$ cat src/rtl/eesl_pkg.sv
package eesl_pkg;

    localparam int OPCODE_W = 3;
    localparam logic [OPCODE_W-1:0] READ_OPCODE = 3'b110;

    typedef enum logic [3:0] {
        SH_IDLE,
        SH_DESEL,
        SH_SELECT,
        SH_CMD_LO,
        SH_CMD_HI,
        SH_GAP,
        SH_DAT_HI,
        SH_DAT_LO,
        SH_END
    } shift_state_t;

    typedef enum logic [2:0] {
        SQ_PROBE_GO,
        SQ_PROBE_WAIT,
        SQ_LOAD_GO,
        SQ_LOAD_WAIT,
        SQ_JUDGE,
        SQ_READY,
        SQ_HOST_WAIT
    } seq_state_t;

endpackage

$ cat src/rtl/eesl_halfclk.sv
module eesl_halfclk #(
    parameter int HALF_CYCLES = 125
) (
    input  logic clk,
    input  logic rst_n,
    input  logic run,
    output logic tick
);
    localparam int CW = $clog2(HALF_CYCLES + 1);
    localparam logic [CW-1:0] LAST = CW'(HALF_CYCLES - 1);

    logic [CW-1:0] cnt;

    always_ff @(posedge clk or negedge rst_n) begin
        if (!rst_n) begin
            cnt <= '0;
        end else if (!run || cnt == LAST) begin
            cnt <= '0;
        end else begin
            cnt <= cnt + CW'(1);
        end
    end

    assign tick = run && (cnt == LAST);

endmodule

$ cat src/rtl/eesl_shifter.sv
module eesl_shifter
    import eesl_pkg::*;
#(
    parameter int AW_NARROW = 6,
    parameter int AW_WIDE   = 8,
    parameter int WORD_W    = 16
) (
    input  logic               clk,
    input  logic               rst_n,
    input  logic               tick,
    input  logic               start,
    input  logic               wide,
    input  logic [AW_WIDE-1:0] addr,
    output logic               run,
    output logic               done,
    output logic [WORD_W-1:0]  rdata,
    output logic               rom_sel,
    output logic               rom_clk,
    output logic               rom_mosi,
    input  logic               rom_miso
);
    localparam int CMD_W   = OPCODE_W + AW_WIDE;
    localparam int CNT_MAX = (CMD_W > WORD_W) ? CMD_W : WORD_W;
    localparam int CNT_W   = $clog2(CNT_MAX + 1);
    localparam logic [CNT_W-1:0] NARROW_BITS = CNT_W'(OPCODE_W + AW_NARROW);
    localparam logic [CNT_W-1:0] WIDE_BITS   = CNT_W'(CMD_W);
    localparam logic [CNT_W-1:0] DATA_BITS   = CNT_W'(WORD_W);
    localparam logic [CNT_W-1:0] ONE         = CNT_W'(1);

    shift_state_t state, nxt;
    logic [CMD_W-1:0]  cmd_sr;
    logic [CNT_W-1:0]  bits_left;
    logic [WORD_W-1:0] data_sr;
    logic [CMD_W-1:0]  cmd_narrow;
    logic [CMD_W-1:0]  cmd_wide;
    logic              last_bit;

    // Narrow addresses are left-aligned so the MSB always leaves first.
    assign cmd_wide   = {READ_OPCODE, addr};
    assign cmd_narrow = {READ_OPCODE, AW_WIDE'(addr[AW_NARROW-1:0]) << (AW_WIDE - AW_NARROW)};
    assign last_bit   = (bits_left == ONE);
    assign rdata      = data_sr;

    always_ff @(posedge clk or negedge rst_n) begin
        if (!rst_n) begin
            state <= SH_IDLE;
        end else begin
            state <= nxt;
        end
    end

    always_comb begin
        nxt = state;
        unique case (state)
            SH_IDLE:   if (start) nxt = SH_DESEL;
            SH_DESEL:  if (tick) nxt = SH_SELECT;
            SH_SELECT: if (tick) nxt = SH_CMD_LO;
            SH_CMD_LO: if (tick) nxt = SH_CMD_HI;
            SH_CMD_HI: if (tick) nxt = last_bit ? SH_GAP : SH_CMD_LO;
            SH_GAP:    if (tick) nxt = SH_DAT_HI;
            SH_DAT_HI: if (tick) nxt = SH_DAT_LO;
            SH_DAT_LO: if (tick) nxt = last_bit ? SH_END : SH_DAT_HI;
            SH_END:    if (tick) nxt = SH_IDLE;
            default:   nxt = SH_IDLE;
        endcase
    end

    always_ff @(posedge clk or negedge rst_n) begin
        if (!rst_n) begin
            cmd_sr    <= '0;
            bits_left <= '0;
            data_sr   <= '0;
        end else if (state == SH_IDLE) begin
            if (start) begin
                cmd_sr    <= wide ? cmd_wide : cmd_narrow;
                bits_left <= wide ? WIDE_BITS : NARROW_BITS;
            end
        end else if (tick) begin
            case (state)
                SH_CMD_HI: begin
                    cmd_sr    <= cmd_sr << 1;
                    bits_left <= last_bit ? DATA_BITS : bits_left - ONE;
                end
                SH_DAT_HI: data_sr   <= {data_sr[WORD_W-2:0], rom_miso};
                SH_DAT_LO: bits_left <= bits_left - ONE;
                default: ;
            endcase
        end
    end

    always_comb begin
        rom_sel  = 1'b1;
        rom_clk  = 1'b0;
        rom_mosi = 1'b0;
        run      = 1'b1;
        done     = 1'b0;
        unique case (state)
            SH_IDLE: begin
                rom_sel = 1'b0;
                run     = 1'b0;
            end
            SH_DESEL:  rom_sel = 1'b0;
            SH_CMD_LO: rom_mosi = cmd_sr[CMD_W-1];
            SH_CMD_HI: begin
                rom_mosi = cmd_sr[CMD_W-1];
                rom_clk  = 1'b1;
            end
            SH_DAT_HI: rom_clk = 1'b1;
            SH_END: begin
                rom_sel = 1'b0;
                done    = tick;
            end
            default: ;
        endcase
    end

endmodule

$ cat src/rtl/eesl_sequencer.sv
module eesl_sequencer
    import eesl_pkg::*;
#(
    parameter int          AW_WIDE   = 8,
    parameter int          WORD_W    = 16,
    parameter int          WORDS     = 64,
    parameter int          STN_WORDS = 3,
    parameter logic [15:0] SIGNATURE = 16'hBABA
) (
    input  logic                        clk,
    input  logic                        rst_n,
    output logic                        sh_start,
    output logic                        sh_wide,
    output logic [AW_WIDE-1:0]          sh_addr,
    input  logic                        sh_done,
    input  logic [WORD_W-1:0]           sh_rdata,
    input  logic                        host_req,
    input  logic [AW_WIDE-1:0]          host_addr,
    output logic                        host_done,
    output logic [WORD_W-1:0]           host_data,
    output logic                        busy,
    output logic [STN_WORDS*WORD_W-1:0] station_addr,
    output logic                        addr_valid,
    output logic                        csum_err
);
    localparam int IDX_W = $clog2(WORDS);
    localparam logic [IDX_W-1:0] LAST_IDX = IDX_W'(WORDS - 1);

    seq_state_t state, nxt;
    logic                               wide_q;
    logic [IDX_W-1:0]                   idx;
    logic [WORD_W-1:0]                  sum;
    logic [STN_WORDS-1:0][WORD_W-1:0]   stn;

    always_ff @(posedge clk or negedge rst_n) begin
        if (!rst_n) begin
            state <= SQ_PROBE_GO;
        end else begin
            state <= nxt;
        end
    end

    always_comb begin
        nxt = state;
        unique case (state)
            SQ_PROBE_GO:   nxt = SQ_PROBE_WAIT;
            SQ_PROBE_WAIT: if (sh_done) nxt = SQ_LOAD_GO;
            SQ_LOAD_GO:    nxt = SQ_LOAD_WAIT;
            SQ_LOAD_WAIT:  if (sh_done) nxt = (idx == LAST_IDX) ? SQ_JUDGE : SQ_LOAD_GO;
            SQ_JUDGE:      nxt = SQ_READY;
            SQ_READY:      if (host_req) nxt = SQ_HOST_WAIT;
            SQ_HOST_WAIT:  if (sh_done) nxt = SQ_READY;
            default:       nxt = SQ_PROBE_GO;
        endcase
    end

    always_comb begin
        sh_start = 1'b0;
        sh_wide  = wide_q;
        sh_addr  = host_addr;
        unique case (state)
            SQ_PROBE_GO: begin
                sh_start = 1'b1;
                sh_wide  = 1'b0;
                sh_addr  = '0;
            end
            SQ_LOAD_GO: begin
                sh_start = 1'b1;
                sh_addr  = AW_WIDE'(idx);
            end
            SQ_READY: sh_start = host_req;
            default: ;
        endcase
    end

    always_ff @(posedge clk or negedge rst_n) begin
        if (!rst_n) begin
            wide_q       <= 1'b0;
            idx          <= '0;
            sum          <= '0;
            stn          <= '0;
            busy         <= 1'b1;
            station_addr <= '0;
            addr_valid   <= 1'b0;
            csum_err     <= 1'b0;
            host_done    <= 1'b0;
            host_data    <= '0;
        end else begin
            host_done <= 1'b0;
            case (state)
                SQ_PROBE_WAIT: if (sh_done) begin
                    wide_q <= &sh_rdata;
                    idx    <= '0;
                    sum    <= '0;
                end
                SQ_LOAD_WAIT: if (sh_done) begin
                    sum <= sum + sh_rdata;
                    for (int k = 0; k < STN_WORDS; k++) begin
                        if (idx == IDX_W'(k)) stn[k] <= sh_rdata;
                    end
                    if (idx != LAST_IDX) idx <= idx + IDX_W'(1);
                end
                SQ_JUDGE: begin
                    busy <= 1'b0;
                    if (sum == SIGNATURE[WORD_W-1:0]) begin
                        addr_valid   <= 1'b1;
                        station_addr <= stn;
                    end else begin
                        csum_err     <= 1'b1;
                        station_addr <= '0;
                    end
                end
                SQ_HOST_WAIT: if (sh_done) begin
                    host_done <= 1'b1;
                    host_data <= sh_rdata;
                end
                default: ;
            endcase
        end
    end

endmodule

$ cat src/rtl/eeprom_station_loader.sv
module eeprom_station_loader #(
    parameter int          HALF_CYCLES = 125,
    parameter int          AW_NARROW   = 6,
    parameter int          AW_WIDE     = 8,
    parameter int          WORD_W      = 16,
    parameter int          WORDS       = 64,
    parameter int          STN_WORDS   = 3,
    parameter logic [15:0] SIGNATURE   = 16'hBABA
) (
    input  logic                        clk,
    input  logic                        rst_n,
    output logic                        rom_sel,
    output logic                        rom_clk,
    output logic                        rom_mosi,
    input  logic                        rom_miso,
    input  logic                        host_req,
    input  logic [AW_WIDE-1:0]          host_addr,
    output logic                        host_done,
    output logic [WORD_W-1:0]           host_data,
    output logic                        busy,
    output logic [STN_WORDS*WORD_W-1:0] station_addr,
    output logic                        addr_valid,
    output logic                        csum_err
);
    logic               tick;
    logic               run;
    logic               sh_start;
    logic               sh_wide;
    logic               sh_done;
    logic [AW_WIDE-1:0] sh_addr;
    logic [WORD_W-1:0]  sh_rdata;

    eesl_halfclk #(
        .HALF_CYCLES(HALF_CYCLES)
    ) u_half (
        .clk  (clk),
        .rst_n(rst_n),
        .run  (run),
        .tick (tick)
    );

    eesl_shifter #(
        .AW_NARROW(AW_NARROW),
        .AW_WIDE  (AW_WIDE),
        .WORD_W   (WORD_W)
    ) u_shift (
        .clk     (clk),
        .rst_n   (rst_n),
        .tick    (tick),
        .start   (sh_start),
        .wide    (sh_wide),
        .addr    (sh_addr),
        .run     (run),
        .done    (sh_done),
        .rdata   (sh_rdata),
        .rom_sel (rom_sel),
        .rom_clk (rom_clk),
        .rom_mosi(rom_mosi),
        .rom_miso(rom_miso)
    );

    eesl_sequencer #(
        .AW_WIDE  (AW_WIDE),
        .WORD_W   (WORD_W),
        .WORDS    (WORDS),
        .STN_WORDS(STN_WORDS),
        .SIGNATURE(SIGNATURE)
    ) u_seq (
        .clk         (clk),
        .rst_n       (rst_n),
        .sh_start    (sh_start),
        .sh_wide     (sh_wide),
        .sh_addr     (sh_addr),
        .sh_done     (sh_done),
        .sh_rdata    (sh_rdata),
        .host_req    (host_req),
        .host_addr   (host_addr),
        .host_done   (host_done),
        .host_data   (host_data),
        .busy        (busy),
        .station_addr(station_addr),
        .addr_valid  (addr_valid),
        .csum_err    (csum_err)
    );

endmodule

$ cat config.mk
export PLATFORM = sky130hd
export DESIGN_NAME = eeprom_station_loader
export DESIGN_NICKNAME = d
export VERILOG_FILES = /design/src/rtl/eesl_pkg.sv /design/src/rtl/eesl_halfclk.sv /design/src/rtl/eesl_shifter.sv /design/src/rtl/eesl_sequencer.sv /design/src/rtl/eeprom_station_loader.sv
export SDC_FILE = /design/constraint.sdc
export NUM_CORES = 1
export LEC_CHECK = 0
export ABC_AREA = 0
export BUFFER_PORTS_ARGS = -buffer_cell sky130_fd_sc_hd__buf_2
export CAP_MARGIN = 20
export CORE_MARGIN = 3
export CORE_UTILIZATION = 25
export CTS_CLUSTER_SIZE = 24
export DETAILED_ROUTE_END_ITERATION = 16
export SYNTH_ARGS = -nofsm -noshare
export SYNTH_HDL_FRONTEND = slang
export SYNTH_SLANG_ARGS = --single-unit
$ cat constraint.sdc
create_clock -name clk -period 2.89 [get_ports clk]
set_input_delay 0.4335 -clock clk [delete_from_list [all_inputs] [get_ports clk]]
set_output_delay 0.4335 -clock clk [all_outputs]
set_load 0.005 [all_outputs]
## Word level (Yosys, flattened, before mapping)

Index checks and enable logic that the tools add are counted.

| storage, ports and cells | value |
|---|---|
| register bits | 185 |
| output and inout port bits | 71 |

| cells by class | value |
|---|---|
| $add $sub $neg | 4 |
| equal/unequal tests | 35 |
| multiplexer cells | 48 |
| bitwise operators | 2 |
| reduce and logical (&&, ||, !) cells | 28 |

Operator list:

| operator | number |
|---|---|
| $mux W48 | 1 |
| $mux W11 | 4 |
| $mux W4 | 10 |
| $pmux W4 S9 | 1 |
| $mux W16 | 2 |
| $pmux W16 S2 | 1 |
| $pmux W3 S7 | 1 |
| $reduce_and A3 Y1 | 7 |
| $mux W5 | 4 |
| $mux W3 | 6 |
| $mux W6 | 3 |
| $ne A2 B1 Y1 const B | 9 |
| $add A16 B16 Y16 | 1 |
| $eq A16 B16 Y1 const B | 1 |
| $eq A4 B3 Y1 const B | 4 |
| $pmux W8 S2 | 1 |
| $reduce_and A16 Y1 | 1 |
| $pmux W6 S2 | 1 |
| $ne A2 B2 Y1 const B | 5 |
| $pmux W5 S2 | 1 |
| $eq A3 B3 Y1 const B | 3 |
| $reduce_and A9 Y1 | 1 |
| $eq A4 B2 Y1 const B | 2 |
| $mux W1 | 8 |
| other kinds (29) | 39 |

## Depth between registers and ports, before layout

Gate-level depths: netlist (run 1).

| depth | value |
|---|---|
| depth after elaboration | 6 |
| mapped depth | 9 |
| depth with buffers taken out | 9 |

## Cells and area by module

From an unflattened synthesis (run 1), not the netlist that was laid out.

| second synthesis, totals | value |
|---|---|
| cells, all modules | 845 |
| area total of the unflattened synthesis | 8,792.2 µm² |

By module, submodules not included:

| module | times used | cells an instance | area an instance (µm²) | seq. area each (µm²) |
|---|---|---|---|---|
| eesl_sequencer | 1 | 648 | 6,610.1 | 3,554.7 |
| eesl_shifter | 1 | 161 | 1,829.3 | 900.9 |
| eesl_halfclk | 1 | 36 | 352.8 | 175.2 |

## Worst setup path after synthesis (run 1)

Ideal clock, no wire load.

| path | value |
|---|---|
| kind | register -> register |
| from | reg u_shift.state[0] |
| to | reg u_seq.host_data[10] |
| setup time | 125 ps |
| arrival | 2,157 ps |
| data required time | 2,765 ps |
| slack | 608 ps |
| stages on the path, launching flop included | 6 |
| cell sequence | dfrtp_1 or4b_4 nor3_4 nor4b_4 buf_6 mux2_2 |

| on the way | value |
|---|---|
| word-level cells in the longest chain between the ends | 5 |

Ends and longest elaborated chain:

| element | line | source |
|---|---|---|
| start: declaration | eesl_shifter.sv:30 | `shift_state_t state, nxt;` |
| start signal: assignment | eesl_shifter.sv:48 | `state <= nxt;` |
| $logic_not A4 Y1 | eesl_shifter.sv:97 | `unique case (state)` |
| $mux W1 | eesl_shifter.sv:97 |  |
| $logic_and A1 B1 Y1 | eesl_halfclk.sv:24 | `assign tick = run && (cnt == LAST);` |
| $mux W1 (*) | eesl_shifter.sv:97 |  |
| $reduce_and A2 Y1 (no line) (*) | n/a |  |
| end signal: assignment | eesl_sequencer.sv:115 | `host_data <= sh_rdata;` |
| end: declaration | eesl_sequencer.sv:20 | `output logic [WORD_W-1:0] host_data,` |

Every way passes the cells marked *; elsewhere a longest branch is shown, timed or not.
A chain may end at the register's enable or synchronous reset.

## Final worst setup path (run 1)

| path | value |
|---|---|
| from | reg u_shift.state[1] |
| to | reg u_seq.sum[15] |

| on the way | value |
|---|---|
| word-level cells in the longest chain between the ends | 6 |

Ends and longest elaborated chain:

| element | line | source |
|---|---|---|
| $logic_not A4 Y1 | eesl_shifter.sv:97 |  |
| $mux W1 | eesl_shifter.sv:97 |  |
| $logic_and A1 B1 Y1 | eesl_halfclk.sv:24 |  |
| $mux W1 (*) | eesl_shifter.sv:97 |  |
| $ne A2 B2 Y1 (no line) | n/a |  |
| $reduce_and A3 Y1 (no line) (*) | n/a |  |
| end signal: assignment | eesl_sequencer.sv:97 | `sum <= sum + sh_rdata;` |
| end: declaration | eesl_sequencer.sv:32 | `logic [WORD_W-1:0] sum;` |

Marked as above.

==> results of run 1 <==
==> how the worst min path moves through the flow <==
stage | cells after the start | slack, ns | end
floorplan | 0 | 0.14 | u_half.cnt[0]
global placement | 1 | 0.44 | u_seq.addr_valid
detailed placement | 1 | 0.45 | u_seq.addr_valid
CTS | 2 | 0.24 | u_shift.rdata[0]
global route | 2 | 0.24 | u_shift.rdata[0]
finish | 2 | 0.25 | u_shift.rdata[0]
==> final cells by class <==
type / instances / area (um^2)
Sequential cell: 185 / 4630
Tap cell: 448 / 561
Fill cell: 3514 / 23500
Timing Repair Buffer: 112 / 672
Inverter: 14 / 52.6
Clock buffer: 18 / 439
Multi-Input combinational cell: 582 / 3820
Clock inverter: 14 / 173
==> cell families (layout without fill, tap and decap cells) <==
family          count (synthesis)  count (layout)  share of synthesized area
fa+ha+maj                      25              25                     0.0367
buf+inv                        53             158                     0.0270
compound gates                126             126                     0.0918
xor+xnor                       15              15                     0.0152
mux                            89              89                      0.114
flops                         185             185                      0.534
simple gates                  327             327                      0.181
==> per-stage QoR <==
step / std cells / worst slack (ns)
floorplan: 820 / 0.608
global placement: 1340 / 0.386
detailed placement: 1340 / 0.382
CTS: 1373 / 0.355
global route: 1373 / 0.222
finish: 1373 / 0.322
==> synth_stat cells (all sizes together) (10+ instances only) <==
cell type and instances:
o21ai 38, ha 23, a21oi 31, inv 13, nor2 48, dfrtp 184, nand2 143, mux2 81
clkbuf 31, and3 10, nor3 17, nand3 60
==> sequential cells by signal, indices dropped and copies added (netlist names), 3 cells and up <==
register / cells
u_half.cnt: 7
u_seq.host_data: 16
u_seq.idx: 6
u_seq.state: 3
u_seq.station_addr: 48
u_seq.stn: 48
u_seq.sum: 16
u_shift.bits_left: 5
u_shift.cmd_sr: 11
u_shift.rdata: 16
u_shift.state: 4
==> layer usage <==
| metal | routed length (um) | part of all wire | track usage |
|---|---|---|---|
| met5 | 0 | 0 | 0 |
| met1 | 10500 | 0.49 | 0.172 |
| met4 | 342 | 0.016 | 0.0364 |
| met2 | 9680 | 0.45 | 0.183 |
| met3 | 1000 | 0.047 | 0.0241 |
==> repair_timing <==
action,4_1_cts,5_1_grt
endpoints found under the setup margin,0,0
hold endpoints to repair,29,0
hold buffers,1,0
==> report_power, final <==
group / total [mW] / internal (mW) / switching (mW) / leakage, nW
Combinational: 0.0726 / 0.0148 / 0.0578 / 2.37
Clock: 2.39 / 1.20 / 1.19 / 0.297
Sequential: 2.59 / 2.59 / 0 / 2.53
==> worst max-delay path: stages (launching register included) <==
cell	delay, ns
dfrtp_1	0.49
or4b_4	0.60
or4b_1	0.65
a21oi_1	0.20
o31ai_1	0.09
a211oi_1	0.28
o32ai_1	0.13
==> impl_metrics.json, run 1 <==
{
  "cts_htree_levels": 4,
  "skew_ns": 0.0152,
  "cts_setup_buffers": 0,
  "finalPower_mw": 5.05,
  "status": "finished clean",
  "grt_use_total": 0.120,
  "final_util": 0.305,
  "synthTopCellsByArea": "dfrtp_1 53%, mux2_2 10%, nand2_1 6.0%, nand3_1 3.5%, ha_1 3.3%",
  "die_h_um": 192,
  "top_level_ports": 83,
  "finalInstanceArea_mm2": 0.0103,
  "core_area_mm2": 0.0339,
  "ir_drop_mv": 0.419,
  "place_area_mm2": 0.00972,
  "critPathMaxFanout": 12,
  "crit_path_end_kind": "flip-flop",
  "port_buffers": 82,
  "required_ns": 3.20,
  "synth-edff-count": 0,
  "start_kind": "flip-flop",
  "hold_slack_ns": 0.252,
  "wl_um": 21600,
  "cts_resized": 0,
  "crit_start": "u_shift.state[1]",
  "wire_per_inst_um": 15.7,
  "die_area_mm2": 0.0369,
  "num_rows": 67,
  "slew_viol_final": 0,
  "clock.fmax_mhz": 389,
  "clkSinkCount": 185,
  "ant_nets": 0,
  "ys.warnings.count": 0,
  "tritoncts": "yes",
  "insertion_delay_ns": 0.44,
  "hold_viol": 0,
  "dr_total_vias": 6499,
  "final_nets": 948,
  "critPathKind": "flip-flop to flip-flop",
  "setup_violations": 0,
  "grt_max_degree": 71,
  "synth_area_mm2": 0.00867,
  "crit_path_end": "u_seq.sum[15]",
  "period_share": 0.889,
  "drt_iter0_drc": 407,
  "hold_class": "input pin to flip-flop",
  "p_leak_nw": 5.20,
  "layout_common_cells": "184 x dfrtp_1, 139 x nand2_1, 81 x buf_2",
  "ff2ff_path_depth": 6,
  "grt_first_pass_wirelength_um": 34800,
  "min_period_ns": 2.57,
  "die_x_um": 192,
  "start_util": 0.256,
  "area_growth_pct": 19.3,
  "grt_setup_unrepaired": "false",
  "clk_pin_slew_ns": 0.07,
  "cts-root-buf": "clkbuf_16",
  "drc_errors": 0,
  "final.setup.tns_ns": 0,
  "reg2reg_from": "u_shift.state[1]",
  "cts_buffers": 17,
  "antenna_found_initial": 0,
  "dp_hpwl_um": 14700,
  "yosysSeqAreaShare": 0.534,
  "first_pass_iters": 5,
  "max-cap-violations": 0,
  "tightest_slew_ns": 0.681,
  "synth_top_area_cell": "dfrtp_1",
  "regToRegEndpoint": "u_seq.sum[15]",
  "yosysTopAreaCellShare": 0.531,
  "mostFrequentLayoutCell": "dfrtp_1",
  "synthCells": 820,
  "r2r_slack_ns": 0.32,
  "diodes": 0,
  "grt_pass1_vias": 6236,
  "slew_headroom": 0.544,
  "syn-num-nets": 856,
  "drive_above_1_share": 0.253,
  "synth.distinct_cells": 65,
  "worstHoldStart": "rom_miso",
  "ys.flop_type": "dfrtp_1",
  "postSynthAreaPerCell_um2": 10.6,
  "power_density_mw_per_mm2": 488,
  "place.gp.congestion": 0.856,
  "max-clock-path-buffers": 2,
  "async_flop_share": 1.00,
  "grt_overflow": 0,
  "arrival_ns": 2.88,
  "ys_ff_latch": 185,
  "viasPerCell": 4.73
}
Note: power is estimated with default switching activity, not from simulation.
==> inputs of run 2 (changes only) <==
--- a/config.mk
+++ b/config.mk
@@ -12,6 +12,7 @@
 export CORE_UTILIZATION = 25
 export CTS_CLUSTER_SIZE = 24
 export DETAILED_ROUTE_END_ITERATION = 16
+export REMOVE_ABC_BUFFERS = 1
 export SYNTH_ARGS = -nofsm -noshare
 export SYNTH_HDL_FRONTEND = slang
 export SYNTH_SLANG_ARGS = --single-unit
==> constraint.sdc (replaced) <==
create_clock -name clk -period 2.1 [get_ports clk]
set_input_delay 0.315 -clock clk [delete_from_list [all_inputs] [get_ports clk]]
set_output_delay 0.315 -clock clk [all_outputs]
set_load 0.005 [all_outputs]
==> run 2 against run 1 <==
- the flow now finishes with violations (setup timing)
- die area is the same
- sequential power grew 37%
- routed wire length increased by 9.0%
- total power is 41% higher
- setup slack worse by 0.45 ns
- critical path type unchanged
- highest routed layer unchanged
==> impl_metrics.json, run 2 (synthesized netlist as in run 1, its figures left out) <==
{
  "final_nets": 1034,
  "violations": "setup timing",
  "drive_above_1_share": 0.362,
  "clkSinkCount": 185,
  "ff2ff_path_depth": 9,
  "postLayoutSetupSlackWorst_ns": -0.131,
  "period_share": 1.06,
  "grt_max_degree": 58,
  "viasPerCell": 4.68,
  "crit_path_end_kind": "flip-flop",
  "max-cap-violations": 0,
  "grt_pass1_vias": 6793,
  "wl_um": 23500,
  "start_util": 0.256,
  "grt_overflow": 0,
  "layout_common_cells": "183 x dfrtp_1, 134 x nand2_1, 89 x buf_4",
  "finalPower_mw": 7.13,
  "critPathMaxStageDelay_ns": 0.55,
  "dr_total_vias": 6825,
  "start_kind": "flip-flop",
  "insertion_delay_ns": 0.43,
  "place.gp.congestion": 0.869,
  "fillers": 3475,
  "max-clock-path-buffers": 2,
  "dp_hpwl_um": 15900,
  "r2r_slack_ns": -0.13,
  "ant_nets": 0,
  "path_cells": "or4b_4, buf_6, nor3_4, buf_6, nand2_4, nor2_4, nand2_4, buf_12, mux2_4",
  "arrival_ns": 2.55,
  "critPathMaxFanout": 6,
  "cts-root-buf": "clkbuf_16",
  "clk_pin_slew_ns": 0.07,
  "status": "finished, violations left",
  "wire_per_inst_um": 16.1,
  "diodes": 0,
  "die_x_um": 192,
  "slowest_stage": "or4b_4",
  "cts_buffers": 17,
  "area_growth_pct": 33.8,
  "num_rows": 67,
  "drt_iter0_drc": 435,
  "first_pass_iters": 7,
  "min_path_cells": 2,
  "mostFrequentLayoutCell": "dfrtp_1",
  "hold_viol": 0,
  "die_h_um": 192,
  "p_leak_nw": 5.80,
  "top_regs": "u_seq.station_addr (48), u_seq.stn (48)",
  "drc_errors": 0,
  "grt_use_total": 0.125,
  "critPathKind": "flip-flop to flip-flop",
  "worstHoldStart": "rom_miso",
  "regToRegEndpoint": "u_seq.stn[24]",
  "top_level_ports": 83,
  "power_density_mw_per_mm2": 615,
  "tightest_slew_ns": 0.558,
  "ir_drop_mv": 0.590,
  "dp_slack_ns": -0.227,
  "slew_viol_final": 0,
  "grt_first_pass_wirelength_um": 36600,
  "tritoncts": "yes",
  "core_area_mm2": 0.0339,
  "cts_htree_levels": 4,
  "skew_ns": 0.00799,
  "die_area_mm2": 0.0369,
  "grt_setup_unrepaired": "true",
  "hold_class": "input pin to flip-flop",
  "clock.fmax_mhz": 448,
  "min_period_ns": 2.23,
  "setup_violations": 81,
  "required_ns": 2.42,
  "min_to": "u_shift.rdata[0]",
  "slew_headroom": 0.624,
  "port_buffers": 82,
  "antenna_found_initial": 0,
  "reg2reg_from": "u_shift.state[0]",
  "final_util": 0.342
}
-- run 2: cell type report --
| type | count | area [um^2] | share of cell area |
|---|---|---|---|
| clock buffer | 20 | 447 | 0.0385 |
| inverter | 14 | 52.6 | 0.00453 |
| timing repair buffer | 198 | 1550 | 0.133 |
| sequential | 185 | 4630 | 0.399 |
| clock inverter | 12 | 176 | 0.0152 |
| tap | 448 | 561 | 0.0483 |
| multi-input combinational | 582 | 4180 | 0.361 |
-- run 2: how the worst max path moves through the flow --
stage | start | to | slack, ns | cells past startpoint
floorplan | u_seq.sum[10] | u_seq.station_addr[0] | -2.49 | 4
global placement | u_shift.state[0] | u_seq.sum[4] | -0.23 | 5
detailed placement | u_shift.state[0] | u_seq.sum[4] | -0.23 | 5
CTS | u_shift.state[0] | u_seq.host_data[15] | -0.13 | 6
global route | u_shift.state[0] | u_seq.idx[5] | -0.18 | 7
finish | u_shift.state[0] | u_seq.stn[24] | -0.13 | 9
-- run 2: routing by layer --
metal | vias up | global-route usage | part of all wire
met5 | - | 0 | 0
met4 | 0 | 0.0342 | 0.013
met3 | 23 | 0.0221 | 0.042
met2 | 161 | 0.207 | 0.48
met1 | 3388 | 0.167 | 0.46
li1 | 3253 | - | -
-- run 2: what timing repair did --
item | 4_1_cts | 5_1_grt
pin swaps | 9 | 22
gates resized for setup | 31 | 70
endpoints found under the setup margin | 81 | 91
setup buffers | 3 | 11
hold endpoints to repair | 50 | 0
hold buffers | 1 | 0
cloned | 0 | 4
-- run 2: per-stage QoR --
step                      TNS (ns)  instance area, um^2  instances  hold slack, ns
final                        -6.20                11600       1459           0.138
after global routing        -10.72                11600       1459           0.121
after CTS                    -4.07                11100       1444           0.125
after detailed placement     -7.10                10300       1408           0.347
after global placement       -5.16                10300       1408           0.337
after floorplan            -144.50                 8490        781          0.0194
-- run 2: worst max-delay path: cells and delay by family, from the launching register on --
family	cells	cell delay, ns
mux	1	0.29
buf+inv	3	0.44
flops	1	0.38
simple gates	5	1.01
-- run 2: where the power goes --
part / internal (mW) / switching (mW) / total [mW] / leakage (nW)
clock: 1.95 / 1.52 / 3.46 / 0.297
sequential: 3.56 / 0 / 3.56 / 2.53
combinational: 0.0265 / 0.0853 / 0.112 / 2.97
==> inputs of run 3 (changes only) <==
==> constraint.sdc (replaced) <==
create_clock -name clk -period 1.8 [get_ports clk]
set_input_delay 0.27 -clock clk [delete_from_list [all_inputs] [get_ports clk]]
set_output_delay 0.27 -clock clk [all_outputs]
set_load 0.005 [all_outputs]
==> run 3 against run 2 <==
- the flow still finishes with violations (setup timing)
- flip-flop and latch count is the same
- setup slack worse by 0.28 ns
- global-route usage increased by 0.94 points
- non-clock buffer count up 71
- critical path depth is 2 lower
- critical path type unchanged
- largest power group unchanged
==> impl_metrics.json, run 3 (synthesized netlist as in run 1, its figures left out) <==
{
  "tightest_slew_ns": 0.547,
  "grt_overflow": 0,
  "grt_use_total": 0.134,
  "final_nets": 1105,
  "worstHoldStart": "rom_miso",
  "core_area_mm2": 0.0339,
  "die_h_um": 192,
  "slowest_stage": "or4b_4",
  "hold_class": "input pin to flip-flop",
  "drt_iter0_drc": 438,
  "skew_ns": 0.0145,
  "clock.fmax_mhz": 453,
  "path_cells": "or4b_4, buf_6, nor3_4, nor4b_4, buf_6, buf_12, mux2_4",
  "top_regs": "u_seq.station_addr (48), u_seq.stn (48)",
  "drc_errors": 0,
  "arrival_ns": 2.53,
  "regToRegEndpoint": "u_seq.host_data[6]",
  "critPathMaxStageDelay_ns": 0.53,
  "slew_headroom": 0.632,
  "mostFrequentLayoutCell": "dfrtp_1",
  "max-cap-violations": 0,
  "clkSinkCount": 185,
  "status": "finished, violations left",
  "grt_max_degree": 53,
  "cpMostUsedCell": "buf_6",
  "min_period_ns": 2.21,
  "postLayoutSetupSlackWorst_ns": -0.409,
  "port_buffers": 82,
  "p_leak_nw": 6.28,
  "area_growth_pct": 47.3,
  "r2r_slack_ns": -0.41,
  "layout_common_cells": "184 x dfrtp_1, 132 x buf_4, 126 x nand2_1",
  "period_share": 1.23,
  "path_delay_family": "simple AND/OR/NAND/NOR gates",
  "cts_htree_levels": 4,
  "required_ns": 2.12,
  "min_to": "u_shift.rdata[0]",
  "cts_buffers": 17,
  "reg2reg_from": "u_shift.state[1]",
  "wire_per_inst_um": 16.4,
  "num_rows": 67,
  "dr_total_vias": 7201,
  "min_path_cells": 2,
  "dr_wl_met2_um": 12100,
  "tritoncts": "yes",
  "die_area_mm2": 0.0369,
  "hold_slack_ns": 0.0964,
  "viasPerCell": 4.71,
  "grt_pass1_vias": 7409,
  "final_util": 0.377,
  "power_density_mw_per_mm2": 659,
  "max-clock-path-buffers": 2,
  "slew_viol_final": 0,
  "dp_hpwl_um": 16300,
  "start_kind": "flip-flop",
  "die_x_um": 192,
  "top_level_ports": 83,
  "cts-root-buf": "clkbuf_16",
  "insertion_delay_ns": 0.44,
  "crit_path_end_kind": "flip-flop",
  "start_util": 0.256,
  "crit_buf_inv": 3,
  "critPathKind": "flip-flop to flip-flop",
  "ant_nets": 0,
  "grt_first_pass_wirelength_um": 39300,
  "setup_violations": 98,
  "hold_viol": 0,
  "ir_drop_mv": 0.656,
  "grt_setup_unrepaired": "true",
  "wl_met1_um": 11400,
  "diodes": 0,
  "ff2ff_path_depth": 7,
  "place.gp.congestion": 0.847,
  "first_pass_iters": 5,
  "dp_slack_ns": -0.526,
  "clk_pin_slew_ns": 0.07,
  "antenna_found_initial": 0,
  "wl_um": 25000,
  "drive_above_1_share": 0.460,
  "critPathMaxFanout": 6,
  "wl_met3_um": 1140,
  "violations": "setup timing",
  "highest_layer": "met4"
}
## run 3: cell types whose count changed in the layout (fill, tap and decap cells not counted), sizes merged
cell / previous run / this run
buf: 192 / 264
clkinv: 2 / 7
clkbuf: 25 / 23
clkinvlp: 2 / 0
inv: 19 / 17
## run 3: final cells by class
class	count	area (um^2)
fill	3276	21100
inverter	14	55.1
timing repair buffer	269	2260
clock buffer	19	443
clock inverter	13	205
tap	448	561
sequential	185	4630
multi-input combinational	582	4620
## run 3: through the flow
step	std cells	power, mW	TNS [ns]	instance area, um^2
CTS	1517	8.50	-30.74	12200
detailed placement	1459	4.37	-44.45	10700
floorplan	781	4.24	-191.22	8490
global placement	1459	4.37	-40.46	10700
finish	1530	8.42	-30.72	12800
global route	1530	8.70	-37.87	12800
## run 3: repair_timing
action	4_1_cts	5_1_grt
setup endpoints to repair	170	176
endpoints found under the hold margin	44	0
hold buffers	1	0
cloned	5	3
pin swaps	32	60
resized for setup	141	107
setup buffers	21	18
## run 3: how the worst max path moves through the flow
stage | start | endpoint | slack [ns] | depth (start not counted)
3_5_place_dp | u_shift.state[0] | u_seq.sum[4] | -0.53 | 5
2_1_floorplan | u_seq.sum[10] | u_seq.station_addr[0] | -2.79 | 4
4_1_cts | u_shift.state[0] | u_seq.idx[5] | -0.42 | 7
6_report | u_shift.state[1] | u_seq.host_data[6] | -0.41 | 7
5_1_grt | u_shift.rdata[0] | u_seq.sum[14] | -0.48 | 10
3_3_place_gp | u_shift.state[0] | u_seq.sum[4] | -0.55 | 5
## run 3: report_power, final
group | internal (mW) | switching, mW | total (mW)
clock network | 2.30 | 1.84 | 4.14
registers | 4.15 | 0 | 4.15
logic | 0.0322 | 0.0992 | 0.131
## run 3: metal layers
layer,up-vias,GRT usage
met2,166,0.223
li1,3408,-
met1,3595,0.175
met5,-,0
met4,0,0.0398
met3,32,0.0290
